### config.mk
export PLATFORM = sky130hd
export DESIGN_NAME = store_backup_queue
export DESIGN_NICKNAME = d
export VERILOG_FILES = /design/src/rtl/sbq_pkg.sv /design/src/rtl/sbq_store.sv /design/src/rtl/sbq_match.sv /design/src/rtl/sbq_replay.sv /design/src/rtl/store_backup_queue.sv
export SDC_FILE = /design/constraint.sdc
export NUM_CORES = 2
export LEC_CHECK = 0
export BUFFER_PORTS_ARGS = -buffer_cell sky130_fd_sc_hd__clkbuf_2
export CORE_MARGIN = 8
export CORE_UTILIZATION = 60
export DETAILED_ROUTE_END_ITERATION = 10
export PLACE_DENSITY = 0.85
export SLEW_MARGIN = 40
export SYNTH_ARGS = -nofsm -noshare
export SYNTH_HDL_FRONTEND = slang
export SYNTH_SLANG_ARGS = --single-unit
### constraint.sdc
create_clock -name clk -period 4.1 [get_ports clk]
set_input_delay 0.82 -clock clk [delete_from_list [all_inputs] [get_ports clk]]
set_output_delay 0.82 -clock clk [all_outputs]
set_load 0.01 [all_outputs]
### src/rtl/sbq_pkg.sv
// Package: shared widths and the entry record for the store backup queue.
// Assumes 32-bit addresses and data, and a 32-byte line.
package sbq_pkg;
    localparam int SBQ_AW        = 32;
    localparam int SBQ_DW        = 32;
    localparam int SBQ_LINE_BITS = 5;

    typedef struct packed {
        logic [SBQ_AW-1:0] addr;
        logic [SBQ_DW-1:0] data;
    } sbq_entry_t;
endpackage

### src/rtl/sbq_store.sv
// Module: entry storage with compaction.
// Holds DEPTH entries with slot 0 as the oldest. In one cycle it can remove
// one slot (later slots shift down) and then append one entry at the new tail.
// Assumes the caller never pushes while full unless a removal happens in the
// same cycle, and that clr takes priority over everything else.
module sbq_store
    import sbq_pkg::*;
#(
    parameter int DEPTH = 8,
    localparam int IW = (DEPTH > 1) ? $clog2(DEPTH) : 1,
    localparam int CW = $clog2(DEPTH + 1)
) (
    input  logic                   clk,
    input  logic                   rst_n,
    input  logic                   clr,
    input  logic                   rm_en,
    input  logic [IW-1:0]          rm_idx,
    input  logic                   push_en,
    input  sbq_entry_t             push_ent,
    output sbq_entry_t [DEPTH-1:0] ents,
    output logic [CW-1:0]          cnt
);
    sbq_entry_t [DEPTH-1:0] ents_n;
    logic [CW-1:0]          cnt_n;
    logic [CW-1:0]          cnt_rm;

    // Next state: remove and shift first, then append at the tail.
    always_comb begin
        ents_n = ents;
        cnt_rm = cnt;
        if (rm_en) begin
            for (int i = 0; i < DEPTH - 1; i++) begin
                if (IW'(i) >= rm_idx) ents_n[i] = ents[i+1];
            end
            cnt_rm = cnt - 1'b1;
        end
        cnt_n = cnt_rm;
        if (push_en) begin
            ents_n[cnt_rm[IW-1:0]] = push_ent;
            cnt_n = cnt_rm + 1'b1;
        end
    end

    // State registers; clear or reset zeroes the count.
    always_ff @(posedge clk) begin
        if (!rst_n || clr) begin
            cnt  <= '0;
            ents <= '0;
        end else begin
            cnt  <= cnt_n;
            ents <= ents_n;
        end
    end
endmodule

### src/rtl/sbq_match.sv
// Module: line-match search.
// Compares the address bits above the line offset for every live slot
// (slot index below cnt) and reports the lowest index that hits, which is
// the oldest entry. Purely combinational.
module sbq_match
    import sbq_pkg::*;
#(
    parameter int DEPTH     = 8,
    parameter int LINE_BITS = SBQ_LINE_BITS,
    localparam int IW = (DEPTH > 1) ? $clog2(DEPTH) : 1,
    localparam int CW = $clog2(DEPTH + 1)
) (
    input  sbq_entry_t [DEPTH-1:0] ents,
    input  logic [CW-1:0]          cnt,
    input  logic [SBQ_AW-1:0]      key,
    output logic                   hit,
    output logic [IW-1:0]          hit_idx
);
    logic [DEPTH-1:0] hits;

    // One comparator per slot.
    for (genvar g = 0; g < DEPTH; g++) begin : g_cmp
        assign hits[g] = (CW'(g) < cnt) &&
            (ents[g].addr[SBQ_AW-1:LINE_BITS] == key[SBQ_AW-1:LINE_BITS]);
    end

    // Priority pick: scanning from the top lets the lowest index win.
    always_comb begin
        hit     = |hits;
        hit_idx = '0;
        for (int i = DEPTH - 1; i >= 0; i--) begin
            if (hits[i]) hit_idx = IW'(i);
        end
    end
endmodule

### src/rtl/sbq_replay.sv
// Module: replay write register.
// Loads one entry and holds it on the memory write port until ready is seen.
// Assumes load never arrives while a write is pending (the top ignores
// requests when busy).
module sbq_replay
    import sbq_pkg::*;
(
    input  logic              clk,
    input  logic              rst_n,
    input  logic              load,
    input  sbq_entry_t        ent,
    input  logic              ready,
    output logic              valid,
    output logic [SBQ_AW-1:0] addr,
    output logic [SBQ_DW-1:0] data
);
    // Hold the write until it is accepted; load a new one when idle.
    always_ff @(posedge clk) begin
        if (!rst_n) begin
            valid <= 1'b0;
            addr  <= '0;
            data  <= '0;
        end else if (valid) begin
            if (ready) valid <= 1'b0;
        end else if (load) begin
            valid <= 1'b1;
            addr  <= ent.addr;
            data  <= ent.data;
        end
    end
endmodule

### src/rtl/store_backup_queue.sv
// Module: store backup queue top.
// Captures cacheable stores in arrival order. A line invalidate replays the
// oldest matching entry to memory and removes it; discard empties the queue.
// Requests are ignored while a replay is pending (busy) or when discard is
// asserted. Assumes the requester holds a request until busy is low.
module store_backup_queue
    import sbq_pkg::*;
#(
    parameter int DEPTH     = 8,
    parameter int LINE_BITS = SBQ_LINE_BITS,
    localparam int IW = (DEPTH > 1) ? $clog2(DEPTH) : 1,
    localparam int CW = $clog2(DEPTH + 1)
) (
    input  logic              clk,
    input  logic              rst_n,
    input  logic              cap_valid,
    input  logic [SBQ_AW-1:0] cap_addr,
    input  logic [SBQ_DW-1:0] cap_data,
    input  logic              cap_cacheable,
    input  logic              inv_valid,
    input  logic [SBQ_AW-1:0] inv_addr,
    input  logic              discard,
    output logic              mem_wr_valid,
    output logic [SBQ_AW-1:0] mem_wr_addr,
    output logic [SBQ_DW-1:0] mem_wr_data,
    input  logic              mem_wr_ready,
    output logic              busy,
    output logic              overflow,
    output logic [CW-1:0]     count,
    output logic              empty
);
    sbq_entry_t [DEPTH-1:0] ents;
    sbq_entry_t             push_ent;
    logic                   accept, full, cap_req, cap_go, inv_go;
    logic                   hit;
    logic [IW-1:0]          hit_idx;

    // Request gating: no new work while busy or discarding.
    always_comb begin
        accept   = !mem_wr_valid && !discard;
        full     = (count == CW'(DEPTH));
        cap_req  = cap_valid && cap_cacheable && accept;
        cap_go   = cap_req && !full;
        inv_go   = inv_valid && accept && hit;
        push_ent = '{addr: cap_addr, data: cap_data};
    end

    sbq_match #(.DEPTH(DEPTH), .LINE_BITS(LINE_BITS)) u_match (
        .ents    (ents),
        .cnt     (count),
        .key     (inv_addr),
        .hit     (hit),
        .hit_idx (hit_idx)
    );

    sbq_store #(.DEPTH(DEPTH)) u_store (
        .clk      (clk),
        .rst_n    (rst_n),
        .clr      (discard),
        .rm_en    (inv_go),
        .rm_idx   (hit_idx),
        .push_en  (cap_go),
        .push_ent (push_ent),
        .ents     (ents),
        .cnt      (count)
    );

    sbq_replay u_replay (
        .clk   (clk),
        .rst_n (rst_n),
        .load  (inv_go),
        .ent   (ents[hit_idx]),
        .ready (mem_wr_ready),
        .valid (mem_wr_valid),
        .addr  (mem_wr_addr),
        .data  (mem_wr_data)
    );

    // Overflow pulse: a cacheable capture was refused because the queue was full.
    always_ff @(posedge clk) begin
        if (!rst_n) overflow <= 1'b0;
        else        overflow <= cap_req && full;
    end

    assign busy  = mem_wr_valid;
    assign empty = (count == '0);
endmodule

* Yosys cells after proc, flatten, opt, wreduce, memory -nomap -nowiden
Index checks and enable logic that the tools add are counted.
Word-level totals: register bits after elaboration 582, output and inout port bits 72, bits of input ports 103
Operators by class: add/sub/neg operators 2, equality and inequality tests 9, multiplexer cells 27, $lt $le $gt $ge 18, reduce and logical (&&, ||, !) cells 24, bitwise gates (word level) 1
Operators by type and width (number):
- $mux 448 | 2
- $mux 64 | 9
- $bwmux 512 | 1
- $eq 27x27->1 | 8
- $bmux 64 s3 | 1
- $demux 64 s3 | 1
- $mux 3 | 8
- $logic_and 1x1->1 | 16
- $lt 3x4->1 const A | 4
- $ge 3x3->1 const A | 3
- $lt 1x4->1 const A | 2
- $lt 2x4->1 const A | 2
- $lt 3x4->1 const B | 2
- $mux 4 | 2
- $reduce_or 8->1 | 1
- $ge 1x3->1 const A | 2
- $ge 2x3->1 const A | 2
- $add 4x1->4 const B | 1
- $eq 4x4->1 const B | 1
- $logic_not 1->1 | 4
- $logic_not 4->1 | 1
- $sub 4x1->4 const B | 1
- $ge 3x1->1 const B | 1
- $mux 1 | 3
- 3 further kinds | 3

* Logic depth before layout (Yosys ltp)
word-level depth 15, depth in mapped cells 16, gate-level depth less buffers 13

* Cells and area by module
Synthesis repeated with hierarchy kept, for this count alone.
Second synthesis, totals: cells, all modules 3479, area, all modules 31999.4 um^2
Modules (own cells, without submodules):
- sbq_store | area each 22745.6 um^2, cells an instance 2623, sequential area each 10329.9 um^2, times used 1
- store_backup_queue | area each 3906.2 um^2, cells an instance 236, sequential area each 20.0 um^2, times used 1
- sbq_match | area each 2686.3 um^2, cells an instance 339, sequential area each 0.0 um^2, times used 1
- sbq_replay | area each 2661.3 um^2, cells an instance 281, sequential area each 1301.2 um^2, times used 1

* Least setup slack after synthesis
OpenSTA, ideal clock, no wires.
path kind flip-flop to flip-flop, from register u_store.cnt[0], to register, netlist name u_store.ents[341], cell stages (with the launch flop) 15, path slack 0.296 ns, data required time 3.977 ns, library setup time 0.123 ns, data arrival time 3.681 ns, cell sequence dfxtp_1 clkbuf_1 inv_1 ha_1 buf_2 and3b_1 or4_1 or4_4 nand4_2 o211ai_4 or4_4 a21o_1 buf_6 buf_6 mux2i_1
Between the ends: longest elaborated chain between the ends 15
RTL lines:
- from (decl) | line sbq_store.sv:21 | output logic [CW-1:0] cnt
- from (signal assigned) | line sbq_store.sv:50 | cnt <= cnt_n;
- $lt 3x4->1 | line sbq_match.sv:23 | assign hits[g] = (CW'(g) < cnt) &&
- $logic_and 1x1->1 | line sbq_match.sv:23
- $mux 3 (8 in series) | line sbq_match.sv:32 | if (hits[i]) hit_idx = IW'(i);
- $ge 3x3->1 | line sbq_store.sv:33 | if (IW'(i) >= rm_idx) ents_n[i] = ents[i+1];
- $mux 64 | line sbq_store.sv:33
- $mux 448 | line sbq_store.sv:31 | if (rm_en) begin
- $bwmux 512 | line sbq_store.sv:39 | ents_n[cnt_rm[IW-1:0]] = push_ent;
- $mux 448 * | line sbq_store.sv:38 | if (push_en) begin
Mark *: on every way between the ends. The rest lies on a longest branch, timed or not. A chain may end at the register's enable or synchronous reset.

* Worst setup path after layout
from register u_store.cnt[0], to register, netlist name u_store.ents[180]
Between the ends: longest elaborated chain between the ends 15
RTL lines (line):
- $lt 3x4->1 | sbq_match.sv:23
- $logic_and 1x1->1 | sbq_match.sv:23
- $mux 3 (8 in series) | sbq_match.sv:32
- $ge 2x3->1 | sbq_store.sv:33
- $mux 64 | sbq_store.sv:33
- $mux 448 | sbq_store.sv:31
- $bwmux 512 | sbq_store.sv:39
- $mux 448 * | sbq_store.sv:38
Marked as above.

==> summary.txt <==
Routing
  • Total Wirelength: 120 mm
  • DRT antenna net count: 0
  • Via count: 29523
  • DR WL/cell: 27.3 um
  • Remaining DRCs: 0
  • Post-DR vias/cell: 6.72
  • DR pass1 iterations: 6
  • Initial detailed-routing violation count: 3498

Floorplan
  • Initial Util: 0.605
  • Top-level I/O count: 175
  • Die X: 251 um
  • Core area: 0.0549 mm^2
  • Row cnt: 86
  • Die H: 251 um
  • Die area: 0.0631 mm^2

Setup path
  • Reg-to-reg startpoint: u_store.cnt[0]$_SDFF_PP0_
  • WS Path Type: register to register
  • Critical Path AT: 4.54 ns
  • Crit end category: register
  • Worst-path cell with the longest stage delay: or4b_1
  • Worst Setup SP: u_store.cnt[0]$_SDFF_PP0_
  • Critical Path RT: 4.62 ns
  • CP max stage delay: 0.65 ns
  • CP Launch Type: register
  • Crit-path leading delay family: simple AND/OR/NAND/NOR gates
  • WP buf/inv: 3
  • Max FO, Critical Path: 18
  • CP Cell Sequence: ha_1 -> nor3_1 -> or4_1 -> nor4_1 -> nand4_1 -> or4b_1 -> o21ai_4 -> buf_4 -> mux2i_4 -> buf_4 -> buf_12 -> nor3_1 -> a211oi_1

Logic synthesis
  • Post-Syn Area per Cell: 9.70 um^2
  • Mapped Area: 0.0332 mm^2
  • Post-synthesis sequential area ratio: 0.351
  • Synth async-reset ratio: 0
  • Ys Warns: 0
  • Yosys cell types: 59
  • Post-synth net total: 3530
  • Synth Flop Type: dfxtp_1
  • EDFF count, synth: 0
  • Commonest cells post-synth: 772 x mux2i_1, 582 x dfxtp_1, 466 x nand2_1
  • Area contributors post-synth: dfxtp_1 35%, mux2i_1 23%, mux2_2 12%
  • Post-Syn Instances: 3423
  • Top-count cell post-synth: mux2i_1
  • Yosys top cell by area: dfxtp_1
  • #FFs+latches synth: 582
  • Synth top area share: 0.351

Global routing
  • Largest net degree at the start of global routing: 96
  • GRT overflow: 0
  • First-pass GRT wire length: 179 mm
  • Vias in the first global route: 29643
  • Gr usage total: 0.362
  • Antenna violations before repair: 6

Cells and area
  • Synthesis-to-finish area growth: 17.4%
  • Layout cells sized above 1: 0.251
  • Post-Layout Inst Area: 0.0389 mm^2
  • Nets@finish: 3745

Timing
  • Part of the cycle the worst path needs: 0.980
  • Slew @ Worst Pin: 0.857 ns
  • Final Skew: 0.0425 ns
  • Unrepaired setup endpoints after global routing: false
  • Final Critical Period: 4.02 ns
  • Hold Fails Final Rpt: 0
  • Slew Limit Fails: 0
  • Fmax achieved: 249 MHz
  • Setup violators final: 0
  • Worst relative slew slack: 0.429

Power
  • Peak VDD IR: 0.353 mV
  • P_leak: 19.2 nW
  • PwrDens: 304 mW/mm^2
  • Power Total: 11.8 mW

Place
  • Placed wire-length estimate: 80.0 mm
  • RD Place Congestion: 1.10
  • Port-buffer cells: 169
  • Cell area after placement: 0.0370 mm^2

Clock network
  • Num CTS Buffers: 59
  • CTS tree: built
  • H-tree depth: 2
  • Setup Buffers After CTS: 0
  • Worst skew pair latency: 0.66 ns
  • Sink Count: 582
  • Hold-fix buffer count after cts: 0
  • CTS Root Cell: clkbuf_16
  • Clock buffer depth: 3
  • Resized cells post-CTS: 0
  • Clock-pin slew on the worst setup and hold paths: 0.06 ns

Outcome
  • Status: completed

Hold path
  • Beginning of the worst hold path: mem_wr_ready
  • Hold WC Path Type: primary input to register

Run
  • Total of max-cap violations: 0
==> routing by layer <==
| layer | wire length [um] | GRT usage | vias to the layer above |
|---|---|---|---|
| li1 | - | - | 12775 |
| met1 | 43900 | 0.433 | 14188 |
| met2 | 53900 | 0.574 | 1997 |
| met3 | 13300 | 0.0825 | 563 |
| met4 | 8800 | 0.248 | 0 |
| met5 | 0 | 0 | - |
==> worst min-delay path: stages <==
cell and delay (ns):
clkbuf_2 0.07, nand2b_1 0.08, a21oi_1 0.06
==> final timing paths <==
check,endpoint,slack [ns],cells past startpoint
worst max-delay path,u_store.ents[180]$_SDFF_PP0_,0.08,13
worst min-delay path,u_replay.valid$_SDFF_PN0_,0.42,3
worst max register to register,u_store.ents[180]$_SDFF_PP0_,0.08,13
worst min register to register,u_store.ents[473]$_SDFFE_PP0P_,0.47,2
==> through the flow <==
stage / utilization / hold slack [ns] / worst slack (ns) / setup TNS [ns] / std cells
6_report: 0.710 / 0.421 / 0.0812 / 0 / 4394
5_1_grt: 0.710 / 0.420 / 0.00103 / 0 / 4391
4_1_cts: 0.709 / 0.413 / 0.159 / 0 / 4387
3_3_place_gp: 0.674 / 0.461 / -0.0894 / -2.98 / 4281
2_1_floorplan: - / 0.446 / 0.296 / 0 / 3423
3_5_place_dp: 0.674 / 0.466 / -0.120 / -5.74 / 4281
==> cell families after synthesis <==
group           count (synthesis)  share of synthesized area
simple gates                  804                      0.108
buf+inv                       307                     0.0443
compound gates                389                     0.0880
xor+xnor                      224                     0.0591
mux                          1113                      0.349
fa+ha+maj                       4                    0.00151
flops                         582                      0.351
==> power by group <==
| group | internal, mW | switching, mW | leakage, nW |
|---|---|---|---|
| Combinational | 0.230 | 0.493 | 13.6 |
| Clock | 3.04 | 2.40 | 0.946 |
| Sequential | 5.66 | 0.00844 | 4.69 |
==> cells in the final DEF, fill, tap and decap left out, types with 11 or more instances in the layout <==
| cell type | instances |
|---|---|
| a211o_1 | 64 |
| a211oi_1 | 68 |
| a21oi_1 | 67 |
| a22o_1 | 44 |
| a22oi_1 | 44 |
| and3_1 | 24 |
| buf_12 | 93 |
| buf_4 | 193 |
| clkbuf_1 | 17 |
| clkbuf_16 | 59 |
| clkbuf_2 | 169 |
| clkbuf_8 | 14 |
| clkinv_2 | 11 |
| dfxtp_1 | 582 |
| mux2_2 | 341 |
| mux2i_1 | 771 |
| nand2_1 | 465 |
| nand4_1 | 29 |
| nor2_1 | 107 |
| nor3_1 | 73 |
| nor4_1 | 46 |
| o2bb2ai_1 | 20 |
| o31ai_1 | 64 |
| xnor2_1 | 66 |
| xor2_1 | 156 |
==> flip-flops by register name (all words and copies together) (netlist names) <==
register        count
overflow            1
u_replay.valid      1
u_store.ents      512
u_replay.data      32
u_replay.addr      32
u_store.cnt         4
==> final cells by class <==
class / count / area (um^2)
fill: 3720 / 15900
sequential: 582 / 11700
timing repair buffer: 455 / 4160
clock buffer: 90 / 1730
antenna: 7 / 17.5
multi-input combinational: 2534 / 20300
tap: 704 / 881
inverter: 6 / 22.5
clock inverter: 16 / 184
Note: power is estimated with default switching activity, not from simulation.
